==> src/rtl/cmdstream_pkg.sv <==
// Shared constants, types and helpers for the command stream decoder.
// Assumes the fixed 32-bit header layout; widths here follow that layout.
package cmdstream_pkg;

    localparam int CMD_W   = 32;
    localparam int OP_W    = 4;
    localparam int CLASS_W = 10;
    localparam int OFF_W   = 12;
    localparam int CNT_W   = 16;
    localparam int MASK_W  = 16;
    localparam int GCNT_W  = 14;
    localparam int LOCK_W  = 8;
    localparam int IMM_W   = 16;
    localparam int SUB_W   = 4;
    localparam int IDX_W   = $clog2(MASK_W);

    localparam logic [OP_W-1:0] OPC_SETCLASS = 4'h0;
    localparam logic [OP_W-1:0] OPC_INCR     = 4'h1;
    localparam logic [OP_W-1:0] OPC_FIXED    = 4'h2;
    localparam logic [OP_W-1:0] OPC_MASKED   = 4'h3;
    localparam logic [OP_W-1:0] OPC_IMM      = 4'h4;
    localparam logic [OP_W-1:0] OPC_RESTART  = 4'h5;
    localparam logic [OP_W-1:0] OPC_GATHER   = 4'h6;
    localparam logic [OP_W-1:0] OPC_EXT      = 4'hE;
    localparam logic [OP_W-1:0] OPC_DONE     = 4'hF;

    localparam logic [SUB_W-1:0] SUB_ACQ = 4'h0;
    localparam logic [SUB_W-1:0] SUB_REL = 4'h1;

    typedef enum logic {ST_HDR, ST_PAY} dec_state_e;

    typedef enum logic [1:0] {PM_INCR, PM_FIXED, PM_MASK, PM_GATHER} pay_mode_e;

    typedef struct packed {
        logic                 set_class;
        logic [CLASS_W-1:0]   cls;
        logic                 opens;
        pay_mode_e            mode;
        logic [OFF_W-1:0]     offset;
        logic [CNT_W-1:0]     count;
        logic [MASK_W-1:0]    mask;
        logic                 imm;
        logic [IMM_W-1:0]     imm_data;
        logic                 restart;
        logic [CMD_W-1:0]     restart_addr;
        logic [GCNT_W-1:0]    gcount;
        logic                 ginsert;
        logic                 acq;
        logic                 rel;
        logic                 err;
        logic                 done;
        logic [LOCK_W-1:0]    lock_idx;
    } hdr_info_t;

    // Number of set bits in a mask-sized vector.
    function automatic logic [CNT_W-1:0] bit_count(input logic [MASK_W-1:0] v);
        logic [CNT_W-1:0] n;
        n = '0;
        for (int k = 0; k < MASK_W; k++) begin
            n = n + CNT_W'(v[k]);
        end
        return n;
    endfunction

endpackage

==> src/rtl/cmd_header_decode.sv <==
// Combinational header decoder: splits one header word into the fields and
// intent flags the sequencer needs. Assumes the word is known to be a header.
module cmd_header_decode
    import cmdstream_pkg::*;
(
    input  logic [CMD_W-1:0] word,
    output hdr_info_t        info
);

    logic [OP_W-1:0]  opc;
    logic [SUB_W-1:0] sub;
    logic [OFF_W-1:0] short_off;
    logic [MASK_W-1:0] small_mask;

    assign opc        = word[31:28];
    assign sub        = word[27:24];
    assign short_off  = OFF_W'(word[25:16]);
    assign small_mask = MASK_W'(word[5:0]);

    // Field extraction and payload sizing per opcode.
    always_comb begin
        info = '0;
        case (opc)
            OPC_SETCLASS: begin
                info.set_class = 1'b1;
                info.cls       = word[15:6];
                info.offset    = word[27:16];
                info.mask      = small_mask;
                info.count     = bit_count(small_mask);
                info.mode      = PM_MASK;
                info.opens     = |word[5:0];
            end
            OPC_INCR: begin
                info.offset = short_off;
                info.count  = word[15:0];
                info.mode   = PM_INCR;
                info.opens  = |word[15:0];
            end
            OPC_FIXED: begin
                info.offset = short_off;
                info.count  = word[15:0];
                info.mode   = PM_FIXED;
                info.opens  = |word[15:0];
            end
            OPC_MASKED: begin
                info.offset = short_off;
                info.mask   = word[15:0];
                info.count  = bit_count(word[15:0]);
                info.mode   = PM_MASK;
                info.opens  = |word[15:0];
            end
            OPC_IMM: begin
                info.imm      = 1'b1;
                info.offset   = short_off;
                info.imm_data = word[15:0];
            end
            OPC_RESTART: begin
                info.restart      = 1'b1;
                info.restart_addr = {word[27:0], 4'b0000};
            end
            OPC_GATHER: begin
                info.opens   = 1'b1;
                info.count   = CNT_W'(1);
                info.mode    = PM_GATHER;
                info.offset  = short_off;
                info.gcount  = word[13:0];
                info.ginsert = word[15];
            end
            OPC_EXT: begin
                info.lock_idx = word[7:0];
                info.acq      = (sub == SUB_ACQ);
                info.rel      = (sub == SUB_REL);
                info.err      = (sub != SUB_ACQ) && (sub != SUB_REL);
            end
            OPC_DONE: begin
                info.done = 1'b1;
            end
            default: begin
                info = '0;
            end
        endcase
    end

endmodule

==> src/rtl/cmd_lowbit.sv <==
// Lowest-set-bit finder for the masked addressing walk: gives the index of
// the lowest set bit and the mask with that bit cleared. Assumes W >= 2.
module cmd_lowbit #(
    parameter int W   = 16,
    localparam int IW = $clog2(W)
) (
    input  logic [W-1:0]  mask,
    output logic [IW-1:0] idx,
    output logic [W-1:0]  rest
);

    logic [W-1:0] below;
    logic [W-1:0] sel;

    // One-hot select of the lowest set bit, built as a ripple of "any lower bit set".
    for (genvar i = 0; i < W; i++) begin : g_bit
        if (i == 0) begin : g_first
            assign below[i] = 1'b0;
        end else begin : g_next
            assign below[i] = below[i-1] | mask[i-1];
        end
        assign sel[i] = mask[i] & ~below[i];
    end

    // Encode the one-hot select to a binary index.
    always_comb begin
        idx = '0;
        for (int k = 0; k < W; k++) begin
            if (sel[k]) idx = idx | IW'(k);
        end
    end

    assign rest = mask & ~sel;

endmodule

==> src/rtl/cmdstream_decoder.sv <==
// Command stream decoder top. Tracks header/payload state, the remaining
// payload count, the current class and the per-opcode addressing state, and
// emits registered writes and event pulses one cycle after each accepted word.
// Assumes downstream consumers always take the outputs (no backpressure).
module cmdstream_decoder
    import cmdstream_pkg::*;
(
    input  logic               clk,
    input  logic               rst_n,
    input  logic               in_valid,
    input  logic [31:0]        in_data,
    output logic               in_ready,
    output logic               wr_valid,
    output logic [9:0]         wr_class,
    output logic [11:0]        wr_offset,
    output logic [31:0]        wr_data,
    output logic               restart_pulse,
    output logic [31:0]        restart_addr,
    output logic               gather_pulse,
    output logic [11:0]        gather_offset,
    output logic [13:0]        gather_count,
    output logic               gather_insert,
    output logic [31:0]        gather_addr,
    output logic               lock_acquire,
    output logic               lock_release,
    output logic [7:0]         lock_index,
    output logic               done_pulse,
    output logic               decode_err
);

    dec_state_e         state_q;
    pay_mode_e          mode_q;
    logic [CNT_W-1:0]   remain_q;
    logic [OFF_W-1:0]   off_q;
    logic [MASK_W-1:0]  mask_q;
    logic [CLASS_W-1:0] class_q;
    logic [GCNT_W-1:0]  gcnt_q;
    logic               gins_q;

    logic               wr_valid_q;
    logic [CLASS_W-1:0] wr_class_q;
    logic [OFF_W-1:0]   wr_off_q;
    logic [CMD_W-1:0]   wr_data_q;
    logic               rs_q;
    logic [CMD_W-1:0]   rs_addr_q;
    logic               ga_q;
    logic [OFF_W-1:0]   ga_off_q;
    logic [GCNT_W-1:0]  ga_cnt_q;
    logic               ga_ins_q;
    logic [CMD_W-1:0]   ga_addr_q;
    logic               acq_q;
    logic               rel_q;
    logic [LOCK_W-1:0]  lock_q;
    logic               done_q;
    logic               err_q;

    hdr_info_t          hinfo;
    logic [IDX_W-1:0]   low_idx;
    logic [MASK_W-1:0]  mask_rest;
    logic               accept;

    cmd_header_decode u_hdr (
        .word (in_data),
        .info (hinfo)
    );

    cmd_lowbit #(.W(MASK_W)) u_low (
        .mask (mask_q),
        .idx  (low_idx),
        .rest (mask_rest)
    );

    assign in_ready = 1'b1;
    assign accept   = in_valid & in_ready;

    // Sequencer: header decode, payload walk and registered output update.
    always_ff @(posedge clk) begin
        if (!rst_n) begin
            state_q    <= ST_HDR;
            mode_q     <= PM_INCR;
            remain_q   <= '0;
            off_q      <= '0;
            mask_q     <= '0;
            class_q    <= '0;
            gcnt_q     <= '0;
            gins_q     <= 1'b0;
            wr_valid_q <= 1'b0;
            wr_class_q <= '0;
            wr_off_q   <= '0;
            wr_data_q  <= '0;
            rs_q       <= 1'b0;
            rs_addr_q  <= '0;
            ga_q       <= 1'b0;
            ga_off_q   <= '0;
            ga_cnt_q   <= '0;
            ga_ins_q   <= 1'b0;
            ga_addr_q  <= '0;
            acq_q      <= 1'b0;
            rel_q      <= 1'b0;
            lock_q     <= '0;
            done_q     <= 1'b0;
            err_q      <= 1'b0;
        end else begin
            wr_valid_q <= 1'b0;
            rs_q       <= 1'b0;
            ga_q       <= 1'b0;
            acq_q      <= 1'b0;
            rel_q      <= 1'b0;
            done_q     <= 1'b0;
            err_q      <= 1'b0;
            if (accept) begin
                if (state_q == ST_HDR) begin
                    if (hinfo.set_class) class_q <= hinfo.cls;
                    if (hinfo.imm) begin
                        wr_valid_q <= 1'b1;
                        wr_class_q <= class_q;
                        wr_off_q   <= hinfo.offset;
                        wr_data_q  <= CMD_W'(hinfo.imm_data);
                    end
                    if (hinfo.restart) begin
                        rs_q      <= 1'b1;
                        rs_addr_q <= hinfo.restart_addr;
                    end
                    if (hinfo.acq || hinfo.rel) lock_q <= hinfo.lock_idx;
                    acq_q  <= hinfo.acq;
                    rel_q  <= hinfo.rel;
                    err_q  <= hinfo.err;
                    done_q <= hinfo.done;
                    if (hinfo.opens) begin
                        state_q  <= ST_PAY;
                        mode_q   <= hinfo.mode;
                        remain_q <= hinfo.count;
                        off_q    <= hinfo.offset;
                        mask_q   <= hinfo.mask;
                        gcnt_q   <= hinfo.gcount;
                        gins_q   <= hinfo.ginsert;
                    end
                end else begin
                    case (mode_q)
                        PM_INCR: begin
                            wr_valid_q <= 1'b1;
                            wr_class_q <= class_q;
                            wr_off_q   <= off_q;
                            wr_data_q  <= in_data;
                            off_q      <= off_q + OFF_W'(1);
                        end
                        PM_FIXED: begin
                            wr_valid_q <= 1'b1;
                            wr_class_q <= class_q;
                            wr_off_q   <= off_q;
                            wr_data_q  <= in_data;
                        end
                        PM_MASK: begin
                            wr_valid_q <= 1'b1;
                            wr_class_q <= class_q;
                            wr_off_q   <= off_q + OFF_W'(low_idx);
                            wr_data_q  <= in_data;
                            mask_q     <= mask_rest;
                        end
                        default: begin
                            ga_q      <= 1'b1;
                            ga_off_q  <= off_q;
                            ga_cnt_q  <= gcnt_q;
                            ga_ins_q  <= gins_q;
                            ga_addr_q <= in_data;
                        end
                    endcase
                    remain_q <= remain_q - CNT_W'(1);
                    if (remain_q == CNT_W'(1)) state_q <= ST_HDR;
                end
            end
        end
    end

    assign wr_valid      = wr_valid_q;
    assign wr_class      = wr_class_q;
    assign wr_offset     = wr_off_q;
    assign wr_data       = wr_data_q;
    assign restart_pulse = rs_q;
    assign restart_addr  = rs_addr_q;
    assign gather_pulse  = ga_q;
    assign gather_offset = ga_off_q;
    assign gather_count  = ga_cnt_q;
    assign gather_insert = ga_ins_q;
    assign gather_addr   = ga_addr_q;
    assign lock_acquire  = acq_q;
    assign lock_release  = rel_q;
    assign lock_index    = lock_q;
    assign done_pulse    = done_q;
    assign decode_err    = err_q;

endmodule

==> config.mk <==
export PLATFORM = sky130hd
export DESIGN_NAME = cmdstream_decoder
export DESIGN_NICKNAME = d
export VERILOG_FILES = /design/src/rtl/cmdstream_pkg.sv /design/src/rtl/cmd_header_decode.sv /design/src/rtl/cmd_lowbit.sv /design/src/rtl/cmdstream_decoder.sv
export SDC_FILE = /design/constraint.sdc
export NUM_CORES = 1
export LEC_CHECK = 0
export ABC_AREA = 1
export BUFFER_PORTS_ARGS = -buffer_cell sky130_fd_sc_hd__buf_2
export CAP_MARGIN = 0
export CORE_MARGIN = 1
export CORE_UTILIZATION = 60
export CTS_CLUSTER_SIZE = 8
export DETAILED_ROUTE_END_ITERATION = 6
export GPL_TIMING_DRIVEN = 0
export PLACE_DENSITY = 0.89
export SLEW_MARGIN = 15
export SYNTH_ARGS = -nofsm -noshare
export SYNTH_HDL_FRONTEND = slang
export SYNTH_SLANG_ARGS = --single-unit
==> constraint.sdc <==
create_clock -name clk -period 6.8 [get_ports clk]
set_input_delay 0.68 -clock clk [delete_from_list [all_inputs] [get_ports clk]]
set_output_delay 0.68 -clock clk [all_outputs]
set_load 0.02 [all_outputs]
Yosys cells after proc, flatten, opt, wreduce, memory -nomap -nowiden --
Index checks and enable logic that the tools add are counted.
Word-level totals: logic and storage cells 189, output and inout bits 161, input bits 35, register bits 232
Cells by class: reduce and logical (&&, ||, !) cells 28, multiplexer cells 51, add/sub/neg operators 18, equal/unequal tests 17, bitwise logic cells 51
Operator list (number):
- $add A16 B1 Y16 | 14
- $mux W32 | 3
- $mux W16 | 5
- $pmux W16 S4 | 1
- $mux W12 | 5
- $pmux W12 S2 | 2
- $mux W33 | 1
- $mux W4 | 8
- $pmux W16 S2 | 1
- $mux W10 | 3
- $reduce_and A3 Y1 | 10
- $not A1 Y1 | 20
- $mux W17 | 1
- $and A16 B16 Y16 | 1
- $eq A16 B1 Y1 const B | 1
- $not A16 Y16 | 1
- $reduce_or A16 Y1 | 1
- $sub A16 B1 Y16 const B | 1
- $and A1 B1 Y1 | 15
- $mux W15 | 1
- $mux W3 | 5
- $pmux W3 S5 | 1
- $or A1 B1 Y1 | 14
- $add A12 B1 Y12 const B | 1
- other kinds (28) | 49

Depth between registers and ports, before layout --
Gate-level depths: netlist of run 1.
word-level depth 20, gate-level depth with buffers 19, mapped depth without buffers 19

By module --
Synthesis of run 1 repeated with hierarchy kept, for this count alone.
Second synthesis, totals: cell total of the unflattened synthesis 1641, area total of the unflattened synthesis 11478.5 um^2
Modules (own cells, without submodules):
- cmdstream_decoder | cells each 1282, seq. area each 4644.5 um^2, area each 9633.0 um^2, times used 1
- cmd_header_decode | cells each 281, seq. area each 0.0 um^2, area each 1431.4 um^2, times used 1
- cmd_lowbit | cells each 78, seq. area each 0.0 um^2, area each 414.1 um^2, times used 1

Worst setup path before layout of run 1 --
OpenSTA, ideal clock, no wires.
kind in2reg, start point input port in_data[1], end point register remain_q[2], cell stages on the path 15, buffers on the path 0, setup slack 2378 ps, setup time 70 ps, arrival 4352 ps, cells stage by stage inv_1 ha_1 inv_1 fa_1 fa_1 inv_1 fa_1 inv_1 fa_1 fa_1 fa_1 xor2_1 o221ai_1 a21oi_1 a21oi_1
Between the ends: cells in the longest elaborated chain, start to end 18, elaborated cells between the ends (all ways) 23, those cells by class add/sub (15); mux (4); reduce/logical (4)
Ends and longest elaborated chain:
- start, declared | line cmdstream_decoder.sv:11 | input logic [31:0] in_data,
- $add A1 B1 Y2 | line cmdstream_pkg.sv:60 | n = n + CNT_W'(v[k]);
- $add A16 B1 Y16 (14 in a row) | line cmdstream_pkg.sv:60
- $pmux W16 S4 | line cmd_header_decode.sv:23 | case (opc)
- $mux W16 | line cmdstream_decoder.sv:129 | if (hinfo.opens) begin
- $mux W16 | line cmdstream_decoder.sv:112 | if (state_q == ST_HDR) begin
- end signal, assigned | line cmdstream_decoder.sv:132 | remain_q <= hinfo.count;
- end signal, assigned | line cmdstream_decoder.sv:168 | remain_q <= remain_q - CNT_W'(1);
- end, declared | line cmdstream_decoder.sv:33 | logic [CNT_W-1:0] remain_q;
Several ways; a longest one is shown, not always the timed one. The select of a mux whose other input is x is not followed. A chain may end at the register's enable or synchronous reset.

Worst setup path in the final report of run 1 --
Same ends and word-level chain as after synthesis.

==> results of run 1 <==
## cell type report
cell class,instances,share of cell area
clock buffer,36,0.0726
buffer,81,0.0321
clock inverter,2,0.00114
multi-input combinational,887,0.378
sequential,228,0.377
tap,216,0.0223
timing repair buffer,188,0.0777
inverter,126,0.0390
## power breakdown
part	switching, mW	leakage, nW	internal, mW	total, mW
Combinational	0.320	3.17	0.148	0.469
Clock	0.554	0.441	0.903	1.46
Sequential	0.0281	1.85	1.38	1.41
Total	0.902	5.46	2.43	3.33
## cell usage after synthesis (11+ instances only)
master    count
nand4_1      12
buf_2        20
fa_1         11
nor2_1      138
ha_1         14
a21oi_1     166
nor3_1       16
nand2_1     173
a31oi_1      24
dfxtp_1     228
nand3_1      60
o21ai_0     194
clkbuf_1     44
inv_1       113
## kinds of logic (layout without fill, tap and decap cells)
family / count (synthesis) / in the layout / synth area share
simple gates: 425 / 425 / 0.184
compound gates: 424 / 424 / 0.226
flops: 228 / 228 / 0.456
other cells: 2 / 5 / 0.000751
buf+inv: 207 / 433 / 0.0862
fa+ha+maj: 25 / 25 / 0.0395
xor+xnor: 8 / 8 / 0.00701
## routing by layer
metal,global-route usage,routed length [µm],vias up
li1,-,-,4857
met1,0.503,13000,4814
met2,0.600,15000,731
met3,0.0729,3920,95
met4,0.158,1130,0
met5,0,0,-
## final timing paths
| path | to | from | cells past startpoint | slack, ps |
|---|---|---|---|---|
| worst max-delay path | remain_q[2]$_SDFFE_PN0P_ | in_data[1] | 16 | 2220 |
| worst max register to register | wr_offset[10]$_SDFFE_PN0P_ | mask_q[0]$_SDFFE_PN0P_ | 17 | 3350 |
| worst min-delay path | restart_addr[6]$_SDFFE_PN0P_ | restart_addr[6]$_SDFFE_PN0P_ | 2 | 440 |
| worst min register to register | restart_addr[6]$_SDFFE_PN0P_ | restart_addr[6]$_SDFFE_PN0P_ | 2 | 440 |
## worst max-delay path, delay by kind of cell
kind / cells / cell delay (ps)
adder cells (fa/ha/maj): 7 / 3080
AO/OA/AOI/OAI: 3 / 460
buffers and inverters: 5 / 610
XOR/XNOR: 1 / 160
## through the flow
stage	utilization	power [mW]
CTS	0.755	3.32
floorplan	-	1.74
detailed placement	0.699	1.88
global route	0.755	3.45
global placement	0.699	1.87
finish	0.755	3.33
## state kept, by name, summed over array words and instances (netlist names), 10 cells and up
register	count
gcnt_q	14
gather_count	14
wr_class	10
restart_addr	28
class_q	10
gather_offset	12
wr_data	32
wr_offset	12
mask_q	16
remain_q	16
off_q	12
gather_addr	32
==> flow_metrics.env, run 1 <==
export IMPL_drt_first_pass_iters=7
export IMPL_dpl_cell_count=1726
export IMPL_io_pins=196
export IMPL_fmax_mhz=218
export IMPL_ys_top_cells_by_area="dfxtp_1 (46%), o21ai_0 (9.7%), a21oi_1 (8.3%)"
export IMPL_ff_latch_area_um2=4560
export IMPL_path_max_fanout=6
export IMPL_fp_coreArea_um2=16100
export IMPL_placed_cell_area_um2=11200
export IMPL_cts_tree="built"
export IMPL_antenna_found_initial=0
export IMPL_crit_required_ps=7220
export IMPL_fillers=1218
export IMPL_postRouteWirelength_mm=33.1
export IMPL_drc=1
export IMPL_gp_congestion=1.00
export IMPL_crit_slowest_cell="fa_1"
export IMPL_multi_input_area_um2=4590
export IMPL_syn_area_um2=10000
export IMPL_design_area_um2=12100
export IMPL_dp_hpwl_mm=23.8
export IMPL_crit_chain="buf_2 -> inv_1 -> ha_1 -> inv_1 -> fa_1 -> fa_1 -> inv_1 -> fa_1 -> inv_1 -> fa_1 -> fa_1 -> fa_1 -> xor2_1 -> o221ai_1 -> a21oi_1 -> a21oi_1"
export IMPL_fin_ws_ps=2220
export IMPL_vias=10500
export IMPL_final_cells=1764
export IMPL_ir_worst_vdd_mv=0.179
export IMPL_powerDensity_nw_per_um2=275
export IMPL_via_per_inst=5.95
export IMPL_grt_pass1_vias=9630
export IMPL_status="finished with violations"
export IMPL_setup_tns_ps=0
export IMPL_tightest_slew_ps=770
export IMPL_avgRoutedWirePerCell_um=18.7
export IMPL_cts_resized=0
export IMPL_yosys_register_bits=228
export IMPL_cp_start_kind="input pin"
export IMPL_num_rows=46
export IMPL_ys_seq_area_frac=0.456
export IMPL_async_reset_ff_frac=0
export IMPL_die_area_um2=17200
export IMPL_fp_dieW_um=131
export IMPL_setup_worst_path_class="in2reg"
export IMPL_grt_total_usage=0.378
export IMPL_slew_headroom=0.487
export IMPL_cpMostUsedCell="fa_1"
export IMPL_cts_hold_buffers_added=0
export IMPL_syn_avg_cell_area_um2=7.58
export IMPL_min_period_ps=4580
export IMPL_grt_overflow_total=0
export IMPL_cts_root_buffer="clkbuf_16"
export IMPL_port_buffers=188
export IMPL_netlist_instances=1319
export IMPL_p_leak_nw=5.46
export IMPL_start_util=0.623
export IMPL_cap_violations=0
export IMPL_ant_nets=0
export IMPL_dp_slack_ps=1780
export IMPL_clock_skew_ps=16.6
export IMPL_hold_slack_ps=439
export IMPL_synth_top_area_cell="dfxtp_1"
export IMPL_synth_top_area_share=0.456
export IMPL_clockBufferDepth=3
export IMPL_hp_class="reg2reg"
export IMPL_grt_max_degree=11
export IMPL_crit_path_end_kind="flip-flop"
export IMPL_rsz0062_at_grt="false"
export IMPL_setup_viol=0
export IMPL_violations="design-rule violations"
export IMPL_final_cell_mix="dfxtp_1 (228), buf_2 (208), o21ai_0 (194), nand2_1 (173), a21oi_1 (166)"
export IMPL_drive_gt1_frac=0.190
export IMPL_hold_viol=0
export IMPL_yosysUniqueCellTypes=44
export IMPL_postCtsSetupBuffers=0
export IMPL_yosys_warnings=0
export IMPL_clk_pin_slew_ps=50
export IMPL_clock_sinks=228
export IMPL_dieHeight_um=131
export IMPL_synth_edf_count=0
export IMPL_report_final_slew_viol_count=0
export IMPL_grt_pass1_wl_mm=51.5
export IMPL_clk_latency_ps=490
export IMPL_diodes=0
export IMPL_fin_crit_sh=0.673
export IMPL_cpPeakStageDelay_ps=550
export IMPL_fin_nets=1606
export IMPL_cts_made_buffers=34
export IMPL_synthFlopType="dfxtp_1"
export IMPL_htreeDepth=2
export IMPL_drt_initial_drc_count=1168
export IMPL_syn2layout_area_growth_pct=21.2
export IMPL_final_common_cell="dfxtp_1"
export IMPL_arrival_ps=5000
No activity file was read; power rests on OpenSTA's default activity.
==> run 2, diff against run 1 <==
- ABC_AREA: 1 -> 0
- CORE_UTILIZATION: 60 -> 50
- PLACE_DENSITY: 0.89 -> 0.79
- clock period: 6.8 -> 4 ns (I/O delays scaled with it)
==> flow_metrics.env, run 2 <==
export IMPL_p_leak_nw=5.10
export IMPL_status="finished with violations"
export IMPL_drc=0
export IMPL_start_util=0.513
export IMPL_via_per_inst=6.15
export IMPL_hp_class="in2reg"
export IMPL_synth_edf_count=0
export IMPL_setup_worst_path_class="in2reg"
export IMPL_ir_worst_vdd_mv=0.328
export IMPL_cts_tree="built"
export IMPL_arrival_ps=4600
export IMPL_fmax_mhz=235
export IMPL_grt_overflow_total=0
export IMPL_hold_viol=0
export IMPL_clock_sinks=228
export IMPL_drt_initial_drc_count=1163
export IMPL_io_pins=196
export IMPL_yosysMostFrequentCell="nand2_1"
export IMPL_crit_family="adder cells"
export IMPL_clockBufferDepth=3
export IMPL_yosys_warnings=0
export IMPL_rsz0062_at_grt="true"
export IMPL_fin_util=0.623
export IMPL_final_common_cell="nand2_1"
export IMPL_yosysUniqueCellTypes=77
export IMPL_min_period_ps=4250
export IMPL_path_max_fanout=3
export IMPL_clk_latency_ps=510
export IMPL_synthFlopType="dfxtp_1"
export IMPL_setup_viol=2
export IMPL_fin_nets=1606
export IMPL_slew_headroom=0.230
export IMPL_async_reset_ff_frac=0
export IMPL_crit_buf_inv=6
export IMPL_grt_pass1_vias=10400
export IMPL_syn2layout_area_growth_pct=21.5
export IMPL_clk_pin_slew_ps=50
export IMPL_crit_slowest_cell="fa_1"
export IMPL_synth_top_area_cell="dfxtp_1"
export IMPL_avgRoutedWirePerCell_um=21.1
export IMPL_cts_made_buffers=34
export IMPL_gp_congestion=1.03
export IMPL_dieHeight_um=146
export IMPL_postRouteWirelength_mm=38.4
export IMPL_crit_path_end_kind="flip-flop"
export IMPL_crit_required_ps=4350
export IMPL_fp_dieW_um=146
export IMPL_cts_root_buffer="clkbuf_16"
export IMPL_htreeDepth=2
export IMPL_dp_hpwl_mm=26.5
export IMPL_tightest_slew_ps=1150
export IMPL_violations="negative setup slack"
export IMPL_grt_total_usage=0.352
export IMPL_placed_cell_area_um2=11700
export IMPL_fp_coreArea_um2=20400
export IMPL_cp_start_kind="input pin"
export IMPL_grt_pass1_wl_mm=58.7
export IMPL_dp_slack_ps=-957
export IMPL_grt_max_degree=11
export IMPL_vias=11200
export IMPL_fin_crit_sh=1.06
export IMPL_diodes=0
export IMPL_syn_avg_cell_area_um2=7.87
export IMPL_syn_area_um2=10400
export IMPL_antenna_found_initial=1
export IMPL_die_area_um2=21500
export IMPL_p_total_mw=5.67
export IMPL_design_area_um2=12700
export IMPL_netlist_top_cells_count="nand2_1 (317), dfxtp_1 (228), a21oi_1 (199)"
export IMPL_cap_violations=0
export IMPL_fin_ws_ps=-247
export IMPL_netlist_instances=1327
export IMPL_drt_first_pass_iters=7
export IMPL_clock_skew_ps=13.3
export IMPL_yosys_register_bits=228
export IMPL_setup_tns_ps=-424
export IMPL_report_final_slew_viol_count=0
export IMPL_num_rows=52
export IMPL_ant_nets=0
export IMPL_ys_seq_area_frac=0.437
export IMPL_ys_top_cells_by_area="dfxtp_1 (44%), nand2_1 (11%), a21oi_1 (9.5%)"
export IMPL_final_cell_mix="nand2_1 (317), dfxtp_1 (228), buf_2 (206), a21oi_1 (199), clkbuf_1 (66)"
export IMPL_powerDensity_nw_per_um2=447
export IMPL_crit_chain="buf_8 -> inv_4 -> ha_4 -> inv_2 -> fa_1 -> fa_1 -> inv_1 -> fa_1 -> inv_1 -> fa_1 -> fa_2 -> fa_1 -> xnor2_1 -> a222oi_1 -> buf_4 -> o21ai_0 -> mux2i_1 -> a211oi_2"
export IMPL_cpMostUsedCell="fa_1"
export IMPL_drive_gt1_frac=0.185
export IMPL_port_buffers=177
export IMPL_synth_top_area_share=0.437
export IMPL_cpPeakStageDelay_ps=520
## run 2: final timing paths
check | slack [ps] | cells past startpoint | start | to
worst max-delay path | -250 | 18 | in_data[1] | remain_q[2]$_SDFFE_PN0P_
worst min-delay path | 210 | 3 | in_data[8] | wr_data[8]$_SDFFE_PN0P_
worst max register to register | 470 | 9 | mask_q[0]$_SDFFE_PN0P_ | wr_offset[11]$_SDFFE_PN0P_
worst min register to register | 450 | 2 | gather_offset[9]$_SDFFE_PN0P_ | gather_offset[9]$_SDFFE_PN0P_
## run 2: what timing repair did
action	in CTS	in global routing
pin swaps	1	3
endpoints found under the hold margin	0	0
gates resized for setup	9	8
hold buffers	0	0
setup buffers	3	2
setup endpoints to repair	4	4
## run 2: layer usage
layer  GRT usage  vias up  wire length (µm)
li1            -     5032                 -
met1       0.456     5250             14900
met2       0.534      751             16600
met3       0.104      143              5040
met4       0.176        2              1920
met5           0        -                15
## run 2: through the flow
| stage | cells | hold WS [ps] |
|---|---|---|
| 2_1_floorplan | 1330 | 432 |
| 3_3_place_gp | 1777 | 435 |
| 3_5_place_dp | 1777 | 442 |
| 4_1_cts | 1819 | 202 |
| 5_1_grt | 1819 | 209 |
| 6_report | 1819 | 210 |
## run 2: report_power, final
| part | internal, mW | switching (mW) | leakage [nW] |
|---|---|---|---|
| Clock | 1.55 | 1.01 | 0.450 |
| Combinational | 0.259 | 0.507 | 2.81 |
| Sequential | 2.31 | 0.0319 | 1.84 |
| Total | 4.12 | 1.55 | 5.10 |
## run 2: logic make-up after synthesis
group                      after synthesis  synth area share
AOI/OAI and AO/OA                      352             0.209
xor gates and xnor gates                 9           0.00755
adders and majority gates               25            0.0379
buffers and inverters                  161            0.0658
DFF                                    228             0.437
muxes                                   12            0.0116
other                                    2          0.000720
and+or+nand+nor                        538             0.230
## run 2: cell type report
| class | instances | area [µm²] |
|---|---|---|
| tap | 270 | 338 |
| sequential | 228 | 4560 |
| buffer | 118 | 531 |
| clock inverter | 3 | 37.5 |
| inverter | 41 | 159 |
| fill | 1774 | 7680 |
| clock buffer | 36 | 880 |
| multi-input combinational | 941 | 5230 |
| timing repair buffer | 182 | 943 |
## run 2: tightest hold or removal path, delay by kind of cell
kind / cells / cell delay (ps)
buffers and inverters: 1 / 150
and+or+nand+nor: 1 / 70
AOI/OAI and AO/OA: 1 / 50
==> run 3, diff against run 2 <==
- MAX_ROUTING_LAYER: unset -> met4
==> flow_metrics.env, run 3 (synthesized netlist as in run 2, its figures left out) <==
export IMPL_hp_start="in_data[18]"
export IMPL_ir_worst_vdd_mv=0.377
export IMPL_clock_sinks=228
export IMPL_grt_total_usage=0.372
export IMPL_min_path_cells=3
export IMPL_grt_max_degree=11
export IMPL_rsz0062_at_grt="true"
export IMPL_top_layer_used="met4"
export IMPL_cp_start_kind="input pin"
export IMPL_hp_class="in2reg"
export IMPL_fin_nets=1605
export IMPL_final_cell_mix="nand2_1 (317), dfxtp_1 (228), buf_2 (206), a21oi_1 (199), clkbuf_1 (67)"
export IMPL_cts_hold_buffers_added=0
export IMPL_die_area_um2=21500
export IMPL_ff_latch_area_um2=4560
export IMPL_hold_viol=0
export IMPL_drive_gt1_frac=0.185
export IMPL_path_max_fanout=9
export IMPL_avgRoutedWirePerCell_um=21.8
export IMPL_cts_tree="built"
export IMPL_wl_met3_mm=4.41
export IMPL_postRouteWirelength_mm=39.7
export IMPL_min_period_ps=4150
export IMPL_wl_met1_mm=15.9
export IMPL_routed_wl_met2_mm=17.7
export IMPL_reg2reg_from="mask_q[0]$_SDFFE_PN0P_"
export IMPL_setup_worst_path_class="in2reg"
export IMPL_grt_pass1_wl_mm=59.7
export IMPL_via_per_inst=6.15
export IMPL_fmax_mhz=241
export IMPL_multi_input_area_um2=5220
export IMPL_r2r_cells=9
export IMPL_cap_violations=0
export IMPL_crit_required_ps=4350
export IMPL_clk_pin_slew_ps=50
export IMPL_hold_slack_ps=209
export IMPL_dp_hpwl_mm=27.5
export IMPL_crit_path_end_kind="flip-flop"
export IMPL_vias=11200
export IMPL_r2r_end="wr_offset[11]$_SDFFE_PN0P_"
export IMPL_fp_dieW_um=146
export IMPL_cts_root_buffer="clkbuf_16"
export IMPL_drt_first_pass_iters=7
export IMPL_clockBufferDepth=3
export IMPL_status="finished with violations"
export IMPL_min_delay_worst_endpoint="gather_addr[18]$_SDFFE_PN0P_"
export IMPL_clock_skew_ps=13.6
export IMPL_port_buffers=177
export IMPL_syn2layout_area_growth_pct=21.5
export IMPL_setup_tns_ps=-280
export IMPL_setup_viol=2
export IMPL_diodes=0
export IMPL_fin_ws_ps=-146
export IMPL_io_pins=196
export IMPL_dieHeight_um=146
export IMPL_clk_latency_ps=510
export IMPL_drc=1
export IMPL_antenna_found_initial=0
export IMPL_p_leak_nw=5.10
export IMPL_ant_nets=0
export IMPL_fp_coreArea_um2=20400
export IMPL_powerDensity_nw_per_um2=451
export IMPL_report_final_slew_viol_count=0
export IMPL_start_util=0.513
export IMPL_cts_made_buffers=34
export IMPL_tightest_slew_ps=948
export IMPL_slew_headroom=0.363
export IMPL_gp_congestion=0.984
export IMPL_arrival_ps=4500
export IMPL_fin_crit_sh=1.04
export IMPL_final_common_cell="nand2_1"
export IMPL_drt_initial_drc_count=1185
export IMPL_grt_overflow_total=0
export IMPL_fillers=1844
export IMPL_num_rows=52
export IMPL_htreeDepth=2
export IMPL_grt_pass1_vias=10400
export IMPL_reg2reg_slack_ps=440
export IMPL_violations="design-rule violations, negative setup slack"
run 3: stage by stage:
stage	util	instances	power (mW)	worst slack, ps	instance area (µm²)
floorplan	-	1330	2.87	-449	10500
global placement	0.574	1777	3.10	-884	11700
detailed placement	0.574	1777	3.11	-912	11700
CTS	0.624	1820	5.68	-217	12700
global route	0.623	1819	5.88	-343	12700
finish	0.623	1819	5.72	-146	12700
run 3: worst max-delay path by stage:
| stage | start | end | slack (ps) | cells after the start |
|---|---|---|---|---|
| 2_1_floorplan | in_data[0] | remain_q[2]$_SDFFE_PN0P_ | -450 | 17 |
| 3_3_place_gp | in_data[1] | remain_q[2]$_SDFFE_PN0P_ | -880 | 18 |
| 3_5_place_dp | in_data[1] | remain_q[2]$_SDFFE_PN0P_ | -910 | 18 |
| 4_1_cts | in_data[1] | remain_q[1]$_SDFFE_PN0P_ | -220 | 18 |
| 5_1_grt | in_data[1] | remain_q[1]$_SDFFE_PN0P_ | -340 | 17 |
| 6_report | in_data[2] | remain_q[2]$_SDFFE_PN0P_ | -150 | 15 |
run 3: layout make-up:
| cell class | count | share of cell area |
|---|---|---|
| multi-input combinational | 941 | 0.412 |
| sequential | 228 | 0.360 |
| timing repair buffer | 181 | 0.0738 |
| clock buffer | 38 | 0.0708 |
| buffer | 118 | 0.0418 |
| tap | 270 | 0.0266 |
| inverter | 41 | 0.0125 |
| clock inverter | 2 | 0.00257 |
run 3: worst max-delay path, cell delays in order:
cell	delay (ps)
clkbuf_4	230
inv_1	120
fa_1	500
fa_1	530
inv_2	50
fa_1	490
inv_1	50
fa_1	450
fa_2	370
fa_2	380
xnor2_2	150
a222oi_1	420
o21ai_1	120
mux2i_1	150
a211oi_1	100
run 3: report_power, final:
group / internal, mW / switching (mW)
sequential: 2.31 / 0.0327
combinational: 0.266 / 0.517
clock: 1.57 / 1.02
total: 4.15 / 1.57
run 3: timing repair:
| action | CTS | global route |
|---|---|---|
| setup endpoints to repair | 4 | 3 |
| pin swaps | 3 | 4 |
| resized for setup | 11 | 8 |
| setup buffers | 3 | 1 |
run 3: layer usage:
| layer | GRT usage | vias up |
|---|---|---|
| met5 | - | - |
| met4 | 0.170 | 0 |
| met3 | 0.0766 | 122 |
| met2 | 0.564 | 703 |
| met1 | 0.476 | 5314 |
| li1 | - | 5042 |
